## config.mk

```make
export PLATFORM = sky130hd
export DESIGN_NAME = dma_chan_sched
export DESIGN_NICKNAME = d
export VERILOG_FILES = /design/src/rtl/dma_sched_pkg.sv /design/src/rtl/dma_chan_elig.sv /design/src/rtl/dma_req_watch.sv /design/src/rtl/dma_scan_ctl.sv /design/src/rtl/dma_chan_sched.sv
export SDC_FILE = /design/constraint.sdc
export NUM_CORES = 1
export LEC_CHECK = 0
export ABC_AREA = 1
export BUFFER_PORTS_ARGS = -buffer_cell sky130_fd_sc_hd__buf_4
export CAP_MARGIN = 20
export CORE_AREA = 3 3 169 171
export DETAILED_ROUTE_END_ITERATION = 8
export DIE_AREA = 0 0 172 174
export HOLD_SLACK_MARGIN = 0.03
export SYNTH_ARGS = -nofsm -noshare
export SYNTH_HDL_FRONTEND = slang
export SYNTH_SLANG_ARGS = --single-unit
```

## constraint.sdc

```tcl
create_clock -name clk -period 1.8 [get_ports clk]
set_input_delay 0.09 -clock clk [delete_from_list [all_inputs] [get_ports clk]]
set_output_delay 0.09 -clock clk [all_outputs]
set_load 0.005 [all_outputs]
```

## src/rtl/dma_sched_pkg.sv

```systemverilog
// Package: shared field positions and decoded configuration for the DMA
// channel scheduler. Assumes 32-bit configuration words and 32 request lines.
package dma_sched_pkg;

    localparam int CFG_W        = 32;
    localparam int REQ_W        = 32;
    localparam int PERIPH_W     = $clog2(REQ_W);
    localparam int CFG_EN_BIT   = 0;
    localparam int CFG_HALT_BIT = 18;
    localparam int SRC_LSB      = 1;
    localparam int DST_LSB      = 6;
    localparam int FLOW_LSB     = 11;

    typedef struct packed {
        logic                en;
        logic                halt;
        logic [2:0]          flow;
        logic [PERIPH_W-1:0] src;
        logic [PERIPH_W-1:0] dst;
    } chan_cfg_t;

    // Pull the scheduler-relevant fields out of one configuration word.
    function automatic chan_cfg_t decode_cfg(input logic [CFG_W-1:0] w);
        chan_cfg_t r;
        r.en   = w[CFG_EN_BIT];
        r.halt = w[CFG_HALT_BIT];
        r.flow = w[FLOW_LSB +: 3];
        r.src  = w[SRC_LSB +: PERIPH_W];
        r.dst  = w[DST_LSB +: PERIPH_W];
        return r;
    endfunction

endpackage

```

## src/rtl/dma_chan_elig.sv

```systemverilog
// Module: per-channel eligibility. Purely combinational; decides whether a
// channel could move an element now, and whether it selects an unsupported
// flow type. Assumes the request vector is already the OR of both kinds.
module dma_chan_elig import dma_sched_pkg::*; #(
    parameter int CNT_W = 12
) (
    input  logic [CFG_W-1:0] cfg_i,
    input  logic [CNT_W-1:0] cnt_i,
    input  logic [REQ_W-1:0] req_any_i,
    output logic             ready_o,
    output logic             bad_flow_o
);

    chan_cfg_t f;
    logic      active;
    logic      src_hit;
    logic      dst_hit;
    logic      req_ok;

    assign f = decode_cfg(cfg_i);

    // Channel is running with work left; look up its request lines.
    always_comb begin
        active  = f.en & ~f.halt & (cnt_i != '0);
        src_hit = req_any_i[f.src];
        dst_hit = req_any_i[f.dst];
    end

    // Flow-type gating of the request lines; types 4..7 never pass.
    always_comb begin
        case (f.flow)
            3'd0:    req_ok = 1'b1;
            3'd1:    req_ok = dst_hit;
            3'd2:    req_ok = src_hit;
            3'd3:    req_ok = src_hit & dst_hit;
            default: req_ok = 1'b0;
        endcase
    end

    // Final outputs: ready to grant, or flagged as unsupported.
    always_comb begin
        ready_o    = active & req_ok;
        bad_flow_o = active & f.flow[2];
    end

endmodule

```

## src/rtl/dma_req_watch.sv

```systemverilog
// Module: merges single and burst requests and flags any change of the
// merged vector against the previous cycle. Assumes request inputs are
// synchronous to clk.
module dma_req_watch import dma_sched_pkg::*; (
    input  logic             clk,
    input  logic             rst_n,
    input  logic [REQ_W-1:0] req_single_i,
    input  logic [REQ_W-1:0] req_burst_i,
    output logic [REQ_W-1:0] req_any_o,
    output logic             req_changed_o
);

    logic [REQ_W-1:0] prev_q;

    // Merge both request kinds.
    always_comb req_any_o = req_single_i | req_burst_i;

    // Remember last cycle's merged vector.
    always_ff @(posedge clk) begin
        if (!rst_n) prev_q <= '0;
        else        prev_q <= req_any_o;
    end

    // Any bit difference is a change event.
    always_comb req_changed_o = (req_any_o != prev_q);

endmodule

```

## src/rtl/dma_scan_ctl.sv

```systemverilog
// Module: scan pointer and pass control. Visits one channel per cycle,
// holds on a channel while it is ready, wraps after the last channel when the
// pass granted something, otherwise idles until a restart event. Also keeps
// the sticky unsupported-flow flags. Assumes ready/bad inputs are combinational.
module dma_scan_ctl #(
    parameter int NUM_CH = 8
) (
    input  logic              clk,
    input  logic              rst_n,
    input  logic              glb_en_i,
    input  logic              kick_i,
    input  logic              req_changed_i,
    input  logic [NUM_CH-1:0] ready_i,
    input  logic [NUM_CH-1:0] bad_flow_i,
    input  logic [NUM_CH-1:0] chan_on_i,
    output logic              grant_vld_o,
    output logic [NUM_CH-1:0] grant_o,
    output logic [NUM_CH-1:0] flow_err_o
);

    localparam int IDX_W = (NUM_CH > 1) ? $clog2(NUM_CH) : 1;
    localparam logic [IDX_W-1:0] LAST_IDX = IDX_W'(NUM_CH - 1);

    logic              scanning_q;
    logic [IDX_W-1:0]  idx_q;
    logic              pass_hit_q;
    logic              restart;
    logic              cur_ready;
    logic              cur_bad;
    logic [NUM_CH-1:0] err_q;
    logic [NUM_CH-1:0] err_d;

    // Restart events and the view of the channel under the pointer.
    always_comb begin
        restart   = kick_i | req_changed_i;
        cur_ready = scanning_q & glb_en_i & ready_i[idx_q];
        cur_bad   = scanning_q & glb_en_i & bad_flow_i[idx_q];
    end

    // One-hot grant for the channel under the pointer.
    always_comb begin
        grant_o          = '0;
        grant_o[idx_q]   = cur_ready;
        grant_vld_o      = cur_ready;
    end

    // Pointer, pass-hit flag and idle/scan state.
    always_ff @(posedge clk) begin
        if (!rst_n) begin
            scanning_q <= 1'b0;
            idx_q      <= '0;
            pass_hit_q <= 1'b0;
        end else if (restart) begin
            scanning_q <= 1'b1;
            idx_q      <= '0;
            pass_hit_q <= 1'b0;
        end else if (scanning_q) begin
            if (cur_ready) begin
                pass_hit_q <= 1'b1;
            end else if (idx_q == LAST_IDX) begin
                idx_q      <= '0;
                pass_hit_q <= 1'b0;
                scanning_q <= pass_hit_q;
            end else begin
                idx_q <= idx_q + 1'b1;
            end
        end
    end

    // Next value of the sticky flags: set on visit, clear when channel off.
    always_comb begin
        for (int c = 0; c < NUM_CH; c++) begin
            err_d[c] = chan_on_i[c] & (err_q[c] | (cur_bad & (idx_q == IDX_W'(c))));
        end
    end

    // Flag register.
    always_ff @(posedge clk) begin
        if (!rst_n) err_q <= '0;
        else        err_q <= err_d;
    end

    assign flow_err_o = err_q;

    // A grant without restart keeps the pointer on the same channel.
    assert_hold_after_grant_R7: assert property (@(posedge clk) disable iff (!rst_n)
        (cur_ready && !restart) |=> (scanning_q && idx_q == $past(idx_q)));

    // A restart event lands on channel 0 while scanning.
    assert_restart_to_zero_R9: assert property (@(posedge clk) disable iff (!rst_n)
        restart |=> (scanning_q && idx_q == '0));

    // Idle persists without a restart event.
    assert_idle_holds_R10: assert property (@(posedge clk) disable iff (!rst_n)
        (!scanning_q && !restart) |=> !scanning_q);

    // No grant without an active scan.
    assert_idle_no_grant_R10: assert property (@(posedge clk) disable iff (!rst_n)
        !scanning_q |-> !grant_vld_o);

    generate
        for (genvar c = 0; c < NUM_CH; c++) begin : g_err_chk
            // A flag only rises after its channel was visited with a bad flow type.
            assert_err_cause_R6: assert property (@(posedge clk) disable iff (!rst_n)
                $rose(err_q[c]) |-> ($past(cur_bad) && $past(idx_q) == IDX_W'(c)));
        end
    endgenerate

endmodule

```

## src/rtl/dma_chan_sched.sv

```systemverilog
// Module: top of the DMA channel request scheduler. Slices the flat channel
// buses, builds one eligibility unit per channel, and hands the results to
// the scan controller. Assumes the engine lowers the granted channel's count
// by one at the clock edge that ends each valid cycle.
module dma_chan_sched import dma_sched_pkg::*; #(
    parameter int NUM_CH = 8,
    parameter int CNT_W  = 12
) (
    input  logic                    clk,
    input  logic                    rst_n,
    input  logic                    glb_en,
    input  logic                    kick,
    input  logic [NUM_CH*CFG_W-1:0] chan_cfg,
    input  logic [NUM_CH*CNT_W-1:0] chan_cnt,
    input  logic [REQ_W-1:0]        req_single,
    input  logic [REQ_W-1:0]        req_burst,
    output logic                    grant_vld,
    output logic [NUM_CH-1:0]       grant,
    output logic [NUM_CH-1:0]       flow_err
);

    logic [REQ_W-1:0]  req_any;
    logic              req_changed;
    logic [NUM_CH-1:0] ready;
    logic [NUM_CH-1:0] bad_flow;
    logic [NUM_CH-1:0] chan_on;

    dma_req_watch u_req (
        .clk           (clk),
        .rst_n         (rst_n),
        .req_single_i  (req_single),
        .req_burst_i   (req_burst),
        .req_any_o     (req_any),
        .req_changed_o (req_changed)
    );

    generate
        for (genvar c = 0; c < NUM_CH; c++) begin : g_chan
            dma_chan_elig #(.CNT_W(CNT_W)) u_elig (
                .cfg_i      (chan_cfg[c*CFG_W +: CFG_W]),
                .cnt_i      (chan_cnt[c*CNT_W +: CNT_W]),
                .req_any_i  (req_any),
                .ready_o    (ready[c]),
                .bad_flow_o (bad_flow[c])
            );
            assign chan_on[c] = chan_cfg[c*CFG_W + CFG_EN_BIT];

            // Granted channel is enabled and not halted at the ports.
            assert_grant_runs_R2: assert property (@(posedge clk) disable iff (!rst_n)
                grant[c] |-> (chan_cfg[c*CFG_W + CFG_EN_BIT] && !chan_cfg[c*CFG_W + CFG_HALT_BIT]));

            // Granted channel has work left.
            assert_grant_has_work_R5: assert property (@(posedge clk) disable iff (!rst_n)
                grant[c] |-> (chan_cnt[c*CNT_W +: CNT_W] != '0));

            // Unsupported flow types never receive a grant.
            assert_bad_flow_no_grant_R6: assert property (@(posedge clk) disable iff (!rst_n)
                chan_cfg[c*CFG_W + FLOW_LSB + 2] |-> !grant[c]);
        end
    endgenerate

    dma_scan_ctl #(.NUM_CH(NUM_CH)) u_scan (
        .clk           (clk),
        .rst_n         (rst_n),
        .glb_en_i      (glb_en),
        .kick_i        (kick),
        .req_changed_i (req_changed),
        .ready_i       (ready),
        .bad_flow_i    (bad_flow),
        .chan_on_i     (chan_on),
        .grant_vld_o   (grant_vld),
        .grant_o       (grant),
        .flow_err_o    (flow_err)
    );

    // Global enable gates every grant.
    assert_no_grant_disabled_R1: assert property (@(posedge clk) disable iff (!rst_n)
        grant_vld |-> glb_en);

    // Grant shape follows valid.
    assert_grant_onehot_R8: assert property (@(posedge clk) disable iff (!rst_n)
        grant_vld |-> $onehot(grant));
    assert_grant_quiet_R8: assert property (@(posedge clk) disable iff (!rst_n)
        !grant_vld |-> (grant == '0));

endmodule

```

After elaboration in Yosys (flattened, before gate mapping)
Cells that the tools add are included.

Bits in latches: 0. Flip-flop bits (word level): 45. Bits in read-only memories: 0. Word-level logic and storage cells: 211. Bits in writable memories: 0. Memories: 0. Bits of input ports: 420. Output and inout bits: 17.

Bitwise operators: 80. Shifts and indexed selects: 0. Reductions and logical operators: 22. Multiplexer cells: 53. Div/mod/pow operators: 0. $lt $le $gt $ge: 18. Multiply operators: 0. $add $sub $neg: 1. Eq/ne operators: 32.

Operator list (count): less-than comparator 5 x 6 -> 1 bit (second input constant) (16); nonzero test 12 bit (8); binary-select mux 1 bit (select 5 bit) (16); AND 1 bit (59); == test 3 x 2 -> 1 bit (second input constant) (18); != test 32 bit (1); OR 32 bit (1); one-hot mux 1 bit (4 select lines) (8); == test 3 x 1 -> 1 bit (second input constant) (9); logical NOT 3 bit (9); two-way mux 1 bit (25); == test 3 bit (second input constant) (4); NOT 1 bit (10); OR 1 bit (9); AND 8 bit (1); binary-select mux 1 bit (select 3 bit) (2); less-than comparator 3 x 4 -> 1 bit (second input constant) (1); AND reduction 2 bit (2); adder 3 x 1 -> 3 bit (second input constant) (1); demux 1 bit (select 3 bit) (1); >= comparator 3 x 1 -> 1 bit (second input constant) (1); two-way mux 3 bit (1); nonzero test 2 bit (1); OR reduction 2 bit (1); logical AND 1 bit (1).

Logic depth before layout (Yosys ltp)
Gate-level depths: netlist of the first run.

Depth after elaboration: 12. Mapped depth: 19. Gate-level depth less buffers: 17.

Modules after synthesis
Synthesis of the first run repeated with hierarchy kept, for this count alone.

Cells, all modules: 1874. Area total of the unflattened synthesis: 9278.9 µm².

Modules (own cells, without submodules): dma_chan_elig (g_chan[2].u_elig ...) (times used 6, sequential area each 0.0 µm², cells an instance 183, area an instance 827.0 µm²); dma_chan_elig (g_chan[0].u_elig ...) (times used 2, sequential area each 0.0 µm², cells an instance 185, area an instance 848.3 µm²); dma_req_watch (times used 1, sequential area each 640.6 µm², cells an instance 260, area an instance 1654.1 µm²); dma_scan_ctl (times used 1, sequential area each 260.2 µm², cells an instance 146, area an instance 965.9 µm²).

Least setup slack after synthesis of the first run
Ideal clock, no wire load.

Kind: flip-flop to flip-flop. Start: reg u_scan.idx_q[2]. End: reg u_scan.err_q[0], in the netlist u_scan.flow_err_o[0]. Buffers on the path: 1. Data required time: 1.730 ns. Arrival: 1.612 ns. Setup time: 0.070 ns. Clock period less this slack: 1.682 ns. Stages on the path, launching flop included: 8. Setup slack: 0.118 ns. Path through: dfxtp_1 -> buf_2 -> nor3_1 -> o21ai_0 -> nand3_1 -> nor3b_1 -> nand3_1 -> a21oi_1.

Word-level cells in the longest chain between the ends: 6. Elaborated cells between the ends (all ways): 7. Those cells by class: mux (2); bitwise (4); reduce/logical (1).

Ends and longest elaborated chain: from (decl) (line dma_scan_ctl.sv:25) `logic [IDX_W-1:0] idx_q;`; from (signal assigned) (line dma_scan_ctl.sv:65) `idx_q <= idx_q + 1'b1;`; binary-select mux 1 bit (select 3 bit) (line dma_scan_ctl.sv:37) `cur_bad = scanning_q & glb_en_i & bad_flow_i[idx_q];`; two-way mux 1 bit (implied by the code) (line dma_scan_ctl.sv:37); AND 1 bit (line dma_scan_ctl.sv:37); AND 1 bit * (line dma_scan_ctl.sv:73) `err_d[c] = chan_on_i[c] & (err_q[c] | (cur_bad & (idx_q == IDX_W'(c))));`; OR 1 bit * (line dma_scan_ctl.sv:73); AND 1 bit * (line dma_scan_ctl.sv:73); to (signal assigned) (line dma_scan_ctl.sv:80) `else err_q <= err_d;`; to (decl) (line dma_scan_ctl.sv:30) `logic [NUM_CH-1:0] err_q;`.

Mark *: on every way between the ends. The rest lies on a longest branch, timed or not. The select of a mux whose other input is x is not followed. A chain may end at the register's enable or synchronous reset.

Final worst setup path of the first run
Start: in req_single[3]. End: out grant[5].

Word-level cells in the longest chain between the ends: 10. Elaborated cells between the ends (all ways): 61. Those cells by class: mux (42); bitwise (19).

Ends and longest elaborated chain: from (decl) (line dma_chan_sched.sv:15) `input logic [REQ_W-1:0] req_single,`; OR 32 bit * (line dma_req_watch.sv:16) `always_comb req_any_o = req_single_i | req_burst_i;`; binary-select mux 1 bit (select 5 bit), on equally long branches (line dma_chan_elig.sv:25, dma_chan_elig.sv:26); two-way mux 1 bit, on equally long branches (line dma_chan_elig.sv:25, dma_chan_elig.sv:26); AND 1 bit (line dma_chan_elig.sv:35) `3'd3: req_ok = src_hit & dst_hit;`; one-hot mux 1 bit (4 select lines) (line dma_chan_elig.sv:31) `case (f.flow)`; AND 1 bit (line dma_chan_elig.sv:42) `ready_o = active & req_ok;`; binary-select mux 1 bit (select 3 bit) * (line dma_scan_ctl.sv:36) `cur_ready = scanning_q & glb_en_i & ready_i[idx_q];`; two-way mux 1 bit (implied by the code) * (line dma_scan_ctl.sv:36); AND 1 bit * (line dma_scan_ctl.sv:36); AND 8 bit (no source line) *; to (decl) (line dma_chan_sched.sv:18) `output logic [NUM_CH-1:0] grant,`.

Marked as above.

==> results.json, run 1 <==
{
  "io_pins": 437,
  "cts_max_level": 2,
  "grt_max_degree": 34,
  "async_flop_share_pct": 0,
  "synthXorXnorAreaFrac_pct": 1.540,
  "power.density_nw_per_um2": 371.7,
  "critPathMaxFanout": 7,
  "ys_ff_latch": 45,
  "skew_ns": 0.006729,
  "ys.warnings.count": 0,
  "clkSlewWorstSetupHoldPaths_ns": 0.06,
  "cp.arrival_ns": 2.02,
  "cts_made_buffers": 5,
  "fin_util_pct": 47.38,
  "synth_fa_ha_area_share_pct": 0.9427,
  "placementRows": 60,
  "drt-vias-per-instance": 5.330,
  "r2r_cells": 12,
  "post_drt_wl_per_cell_um": 17.88,
  "syn_nets": 1973,
  "fin_crit_ns": 2.109,
  "drv_cap": 0,
  "synth.mux.area_fraction_pct": 0,
  "worstPathCellList": "buf_4 -> nor2_4 -> buf_12 -> buf_4 -> nand2_2 -> nand3_1 -> nand3_1 -> nand2_1 -> a21oi_2 -> nand2_1 -> nand3_2 -> nand3_2 -> nand2_2 -> inv_2 -> nor2_4 -> nand3_4 -> buf_6 -> nor4_4 -> buf_4",
  "status": "finished with violations",
  "worst_ep_required_time_ns": 1.71,
  "r2r_start": "u_scan.idx_q[1]",
  "synthCells": 1547,
  "crit_end": "grant[5]",
  "drt_iter0_markers": 1408,
  "synth-compound-area-share_pct": 12.63,
  "hold_path_class": "input pin to register",
  "finalCritPeriodShare_pct": 117.2,
  "grt_pass1_wl_um": 61720,
  "via_count": 12210,
  "layout_common_cells": "572 x nand2_1, 429 x buf_4, 296 x nand3_1, 79 x nor2_1, 77 x inv_1",
  "core_region_area_um2": 27030,
  "synth_top_family_by_area": "simple AND/OR/NAND/NOR gates",
  "routabilityCongestion": 0.9442,
  "fp.dieH_um": 174,
  "initial_core_util_pct": 29.47,
  "cpMostUsedCell": "buf_4",
  "max_freq_mhz": 474.2,
  "slowest_stage": "buf_6",
  "fin_ws_ns": -0.3089,
  "ys_types": 39,
  "relSlewSlack_pct": 66.59,
  "layout_commonest_cell": "nand2_1",
  "grt-ovfl-total": 0,
  "rsz0062_at_grt": "yes",
  "setup_viol": 14,
  "critical_path_class": "input pin to output pin",
  "power.leakage_nw": 6.009,
  "clk_latency_ns": 0.29,
  "endpoint_kind": "output pin",
  "hold_path_depth": 3,
  "grt_pass1_vias": 11360,
  "hold_violations": 0,
  "cts_buffer_depth": 2,
  "ant_nets": 0,
  "cts_hold_buf": 0,
  "start_kind": "input pin",
  "antenna_found_initial": 0,
  "final_nets": 2374,
  "antennaDiodeCount": 0,
  "ys.flop_type": "dfxtp_1",
  "drc": 0,
  "rr_endpoint": "u_scan.scanning_q",
  "vdd_drop_max_mv": 0.3948,
  "dr.pass1.iters": 7,
  "tns_ns": -2.798,
  "tightest_slew_ns": 0.4965,
  "synth_edf_count": 0,
  "crit_start": "req_single[3]",
  "reg2reg_slack_ns": -0.04,
  "avgSynthCellArea_um2": 5.148,
  "drive_gt1_share_pct": 32.32,
  "synth_area_um2": 7964,
  "crit_path_max_incr_delay_ns": 0.16,
  "synth_simple_gate_area_share_pct": 61.27,
  "dpl.hpwl_um": 30660,
  "fillers": 2841,
  "grt_use_total_pct": 25.74,
  "numPortBuffers": 300,
  "routed_wl_um": 40950,
  "ys_seq_area_share_pct": 11.31,
  "synthToLayoutAreaGrowth_pct": 60.80,
  "clock-sinks": 45,
  "cts_root_buf": "clkbuf_16",
  "cts_tree": "yes",
  "slew_violations": 0,
  "die_area_um2": 29930,
  "fp.dieW_um": 172,
  "violations": "negative setup slack"
}
## state kept, by name (all words and copies together) (netlist names)
name,count
u_req.prev_q,32
u_scan.flow_err_o,8
u_scan.idx_q,3
u_scan.pass_hit_q,1
u_scan.scanning_q,1
## stage by stage
stage | instance area, um2 | setup slack (ns) | power (mW) | std cells | hold slack, ns
after floorplan | 7964 | 0.1183 | 2.303 | 1547 | 0.2061
after global routing | 12810 | -0.4166 | 5.047 | 2290 | 0.04705
after global placement | 11840 | -0.5411 | 3.579 | 2257 | 0.3326
final | 12810 | -0.3089 | 4.760 | 2290 | 0.03445
after detailed placement | 11840 | -0.5380 | 3.602 | 2257 | 0.3354
after CTS | 12480 | -0.2354 | 4.662 | 2280 | 0.03071
## worst max-delay path, delay by kind of cell
| family | cells | cell delay [ns] |
|---|---|---|
| compound gates | 1 | 0.13 |
| simple gates | 12 | 1.07 |
| buf+inv | 6 | 0.71 |
## logic make-up after synthesis
group / Yosys count
adders and majority gates: 6
and+or+nand+nor: 1096
AOI/OAI and AO/OA: 175
xor gates and xnor gates: 14
DFF: 45
buffers and inverters: 211
## cells in the mapped netlist (all sizes together) (2+ instances only)
| master | number | share of area (%) |
|---|---|---|
| a21oi | 55 | 3.5 |
| buf | 94 | 6.8 |
| clkbuf | 9 | 0.42 |
| clkinv | 7 | 0.33 |
| dfxtp | 45 | 11 |
| ha | 6 | 0.94 |
| inv | 101 | 4.8 |
| nand2 | 592 | 28 |
| nand3 | 329 | 21 |
| nand3b | 15 | 1.4 |
| nor2 | 113 | 7.1 |
| nor3 | 10 | 0.69 |
| nor3b | 2 | 0.19 |
| nor4 | 32 | 3.0 |
| o2111ai | 3 | 0.33 |
| o211ai | 36 | 3.4 |
| o21ai | 69 | 4.3 |
| o22ai | 5 | 0.39 |
| xnor2 | 9 | 0.99 |
| xor2 | 5 | 0.55 |
## layout make-up
class	instances	area, um2	share of cell area [%]
Timing Repair Buffer	496	4434	34.63
Tap cell	341	426.7	3.332
Clock buffer	5	125.1	0.9770
Multi-Input combinational cell	1292	6475	50.56
Sequential cell	45	900.9	7.035
Clock inverter	3	26.28	0.2052
Inverter	108	417.9	3.263
## repair_timing
action,in CTS,in global routing
buffers inserted,16,10
resized for setup,60,58
endpoints found under the setup margin,14,22
cloned,2,1
pin swaps,20,11
## how the worst min path moves through the flow
stage                             start              endpoint  slack [ns]
final                     chan_cfg[160]  u_scan.flow_err_o[5]        0.03
after global routing      chan_cfg[192]  u_scan.flow_err_o[6]        0.05
after CTS                 chan_cfg[160]  u_scan.flow_err_o[5]        0.03
after detailed placement  chan_cfg[160]  u_scan.flow_err_o[5]        0.34
after global placement     chan_cfg[96]  u_scan.flow_err_o[3]        0.33
after floorplan            chan_cfg[32]  u_scan.flow_err_o[1]        0.21
## report_power, final
group | internal (mW) | switching [mW] | leakage, nW
Sequential | 1.05 | 0.0254 | 0.374
Combinational | 1.31 | 1.44 | 5.56
Clock | 0.525 | 0.416 | 0.0744
## routing by layer
| layer | GRT usage (%) | share of wire [%] |
|---|---|---|
| met5 | 0 | 0 |
| met4 | 8.849 | 3.6 |
| met3 | 3.525 | 9.7 |
| met2 | 40.57 | 45 |
| met1 | 35.85 | 41 |
(Power assumes the default switching activity.)
==> inputs of run 2 (changes only) <==
--- a/config.mk
+++ b/config.mk
@@ -12,6 +12,7 @@
 export DETAILED_ROUTE_END_ITERATION = 8
 export DIE_AREA = 0 0 172 174
 export HOLD_SLACK_MARGIN = 0.03
+export REMOVE_ABC_BUFFERS = 1
 export SYNTH_ARGS = -nofsm -noshare
 export SYNTH_HDL_FRONTEND = slang
 export SYNTH_SLANG_ARGS = --single-unit
==> run 2 against run 1 <==
  * Routed wire length up 6.4%
  * Largest cell class unchanged
  * Worst hold slack worse by 0.0033 ns
  * Critical endpoint is now grant[3]
  * Fmax down 1.1%
  * Critical path type unchanged
  * The run still ends with negative setup slack left
==> results.json, run 2 (synthesized netlist as in run 1, its figures left out) <==
{
  "dpl.hpwl_um": 32820,
  "max_freq_mhz": 469.1,
  "crit_start": "req_burst[11]",
  "cp.arrival_ns": 2.04,
  "regMostFlops": "u_req.prev_q",
  "cts_max_level": 2,
  "grt_pass1_vias": 11410,
  "initial_core_util_pct": 29.47,
  "hold_violations": 0,
  "routed_wl_um": 43580,
  "final_nets": 2394,
  "relSlewSlack_pct": 70.32,
  "vdd_drop_max_mv": 0.3081,
  "clock-sinks": 45,
  "die_area_um2": 29930,
  "via_count": 12350,
  "violations": "negative setup slack",
  "tns_ns": -3.364,
  "p_sw_share_pct": 39.25,
  "cts_buffer_depth": 2,
  "hold_path_class": "input pin to register",
  "skew_ns": 0.007635,
  "cts_made_buffers": 5,
  "critical_path_class": "input pin to output pin",
  "layout_commonest_cell": "nand2_1",
  "fin_ws_ns": -0.3316,
  "power.switching_mw": 1.892,
  "finalCritPeriodShare_pct": 118.4,
  "slew_violations": 0,
  "drt-vias-per-instance": 5.348,
  "crit_path_max_incr_delay_ns": 0.32,
  "endpoint_kind": "output pin",
  "ant_nets": 0,
  "antenna_found_initial": 1,
  "drv_cap": 0,
  "antennaDiodeCount": 0,
  "fp.dieH_um": 174,
  "worstPathCellList": "buf_4 -> nor2_4 -> buf_4 -> nand2_1 -> nand3_1 -> nand2_1 -> a21oi_1 -> a21oi_1 -> o21ai_1 -> nand3_1 -> nand3_1 -> nand3_2 -> nand3_4 -> buf_8 -> nor4_4 -> buf_4",
  "status": "finished with violations",
  "placementRows": 60,
  "clk_latency_ns": 0.29,
  "power.share.clock_pct": 19.8,
  "clkSlewWorstSetupHoldPaths_ns": 0.06,
  "power.density_nw_per_um2": 370.4,
  "start_kind": "input pin",
  "core_region_area_um2": 27030,
  "hp-start": "chan_cfg[160]",
  "instances_no_fill": 2310,
  "fp.dieW_um": 172,
  "comb_power_share_pct": 58.1,
  "drive_gt1_share_pct": 33.62,
  "tightest_slew_ns": 0.4441,
  "cts_hold_buf": 0,
  "synthToLayoutAreaGrowth_pct": 63.44,
  "dp.cells": 2269,
  "numPortBuffers": 300,
  "io_pins": 437,
  "routabilityCongestion": 0.9428,
  "drt_iter0_markers": 1186,
  "rsz0062_at_grt": "yes",
  "grt_max_degree": 30,
  "grt_pass1_wl_um": 63790,
  "grt_use_total_pct": 27.01,
  "worst_ep_required_time_ns": 1.71,
  "setup_viol": 14,
  "slowest_stage": "nor2_4",
  "fin_crit_ns": 2.132,
  "cts_tree": "yes",
  "cts_root_buf": "clkbuf_16",
  "dr.pass1.iters": 6,
  "total_power_mw": 4.821,
  "largest_register_ffs": 32,
  "layout_common_cells": "573 x nand2_1, 446 x buf_4, 291 x nand3_1, 79 x nor2_1, 77 x inv_1",
  "power.leakage_nw": 6.132,
  "p_seq_share_pct": 22.2,
  "critPathMaxFanout": 6,
  "internal_power_mw": 2.928,
  "r2r_start": "u_scan.idx_q[2]",
  "post_drt_wl_per_cell_um": 18.87,
  "grt-ovfl-total": 0,
  "drc": 0
}
run 2: area by class of cell:
type	count	area [um2]
multi-input combinational	1291	6501
fill	2836	14010
sequential	45	904.6
inverter	108	424.2
clock inverter	2	13.76
timing repair buffer	517	4607
clock buffer	6	138.9
tap	341	426.7
run 2: critical path: cells and delay by family:
family,cells,cell delay (ns)
AOI/OAI and AO/OA,3,0.27
and+or+nand+nor,9,1.08
buffers and inverters,4,0.60
run 2: power by group through the flow:
stage	clock [mW]	sequential (mW)	combinational, mW
finish	0.952	1.07	2.80
global placement	0	1.09	2.53
CTS	0.952	1.07	2.68
detailed placement	0	1.09	2.55
floorplan	0	1.09	1.04
global route	0.996	1.07	3.02
run 2: path summary, 6_finish.rpt:
path / end / slack (ns) / depth (start not counted)
worst max-delay path: grant[3] / -0.33 / 16
worst min-delay path: u_scan.flow_err_o[5] / 0.03 / 3
worst max register to register: u_scan.idx_q[2] / -0.04 / 13
worst min register to register: u_scan.flow_err_o[1] / 0.45 / 2
run 2: routing by layer:
metal	wire length [um]	track usage, %	up-vias
li1	-	-	5957
met5	0	0	-
met3	3637	2.479	109
met2	20050	43.95	667
met4	1566	8.716	0
met1	18330	37.43	5621
run 2: through the flow:
| step | util [%] | cell area, um2 | hold slack [ns] | worst slack (ns) |
|---|---|---|---|---|
| global route | 48.16 | 13020 | 0.05604 | -0.4166 |
| detailed placement | 44.31 | 11980 | 0.3337 | -0.5871 |
| finish | 48.16 | 13020 | 0.03120 | -0.3316 |
| floorplan | - | 7390 | 0.2061 | -0.1632 |
| CTS | 46.89 | 12670 | 0.03135 | -0.3097 |
| global placement | 44.31 | 11980 | 0.3359 | -0.6008 |
run 2: repair_timing:
item,CTS,global route
setup endpoints to repair,22,19
buffers inserted,28,7
pin swaps,26,32
gates resized for setup,65,65
gates cloned,0,2
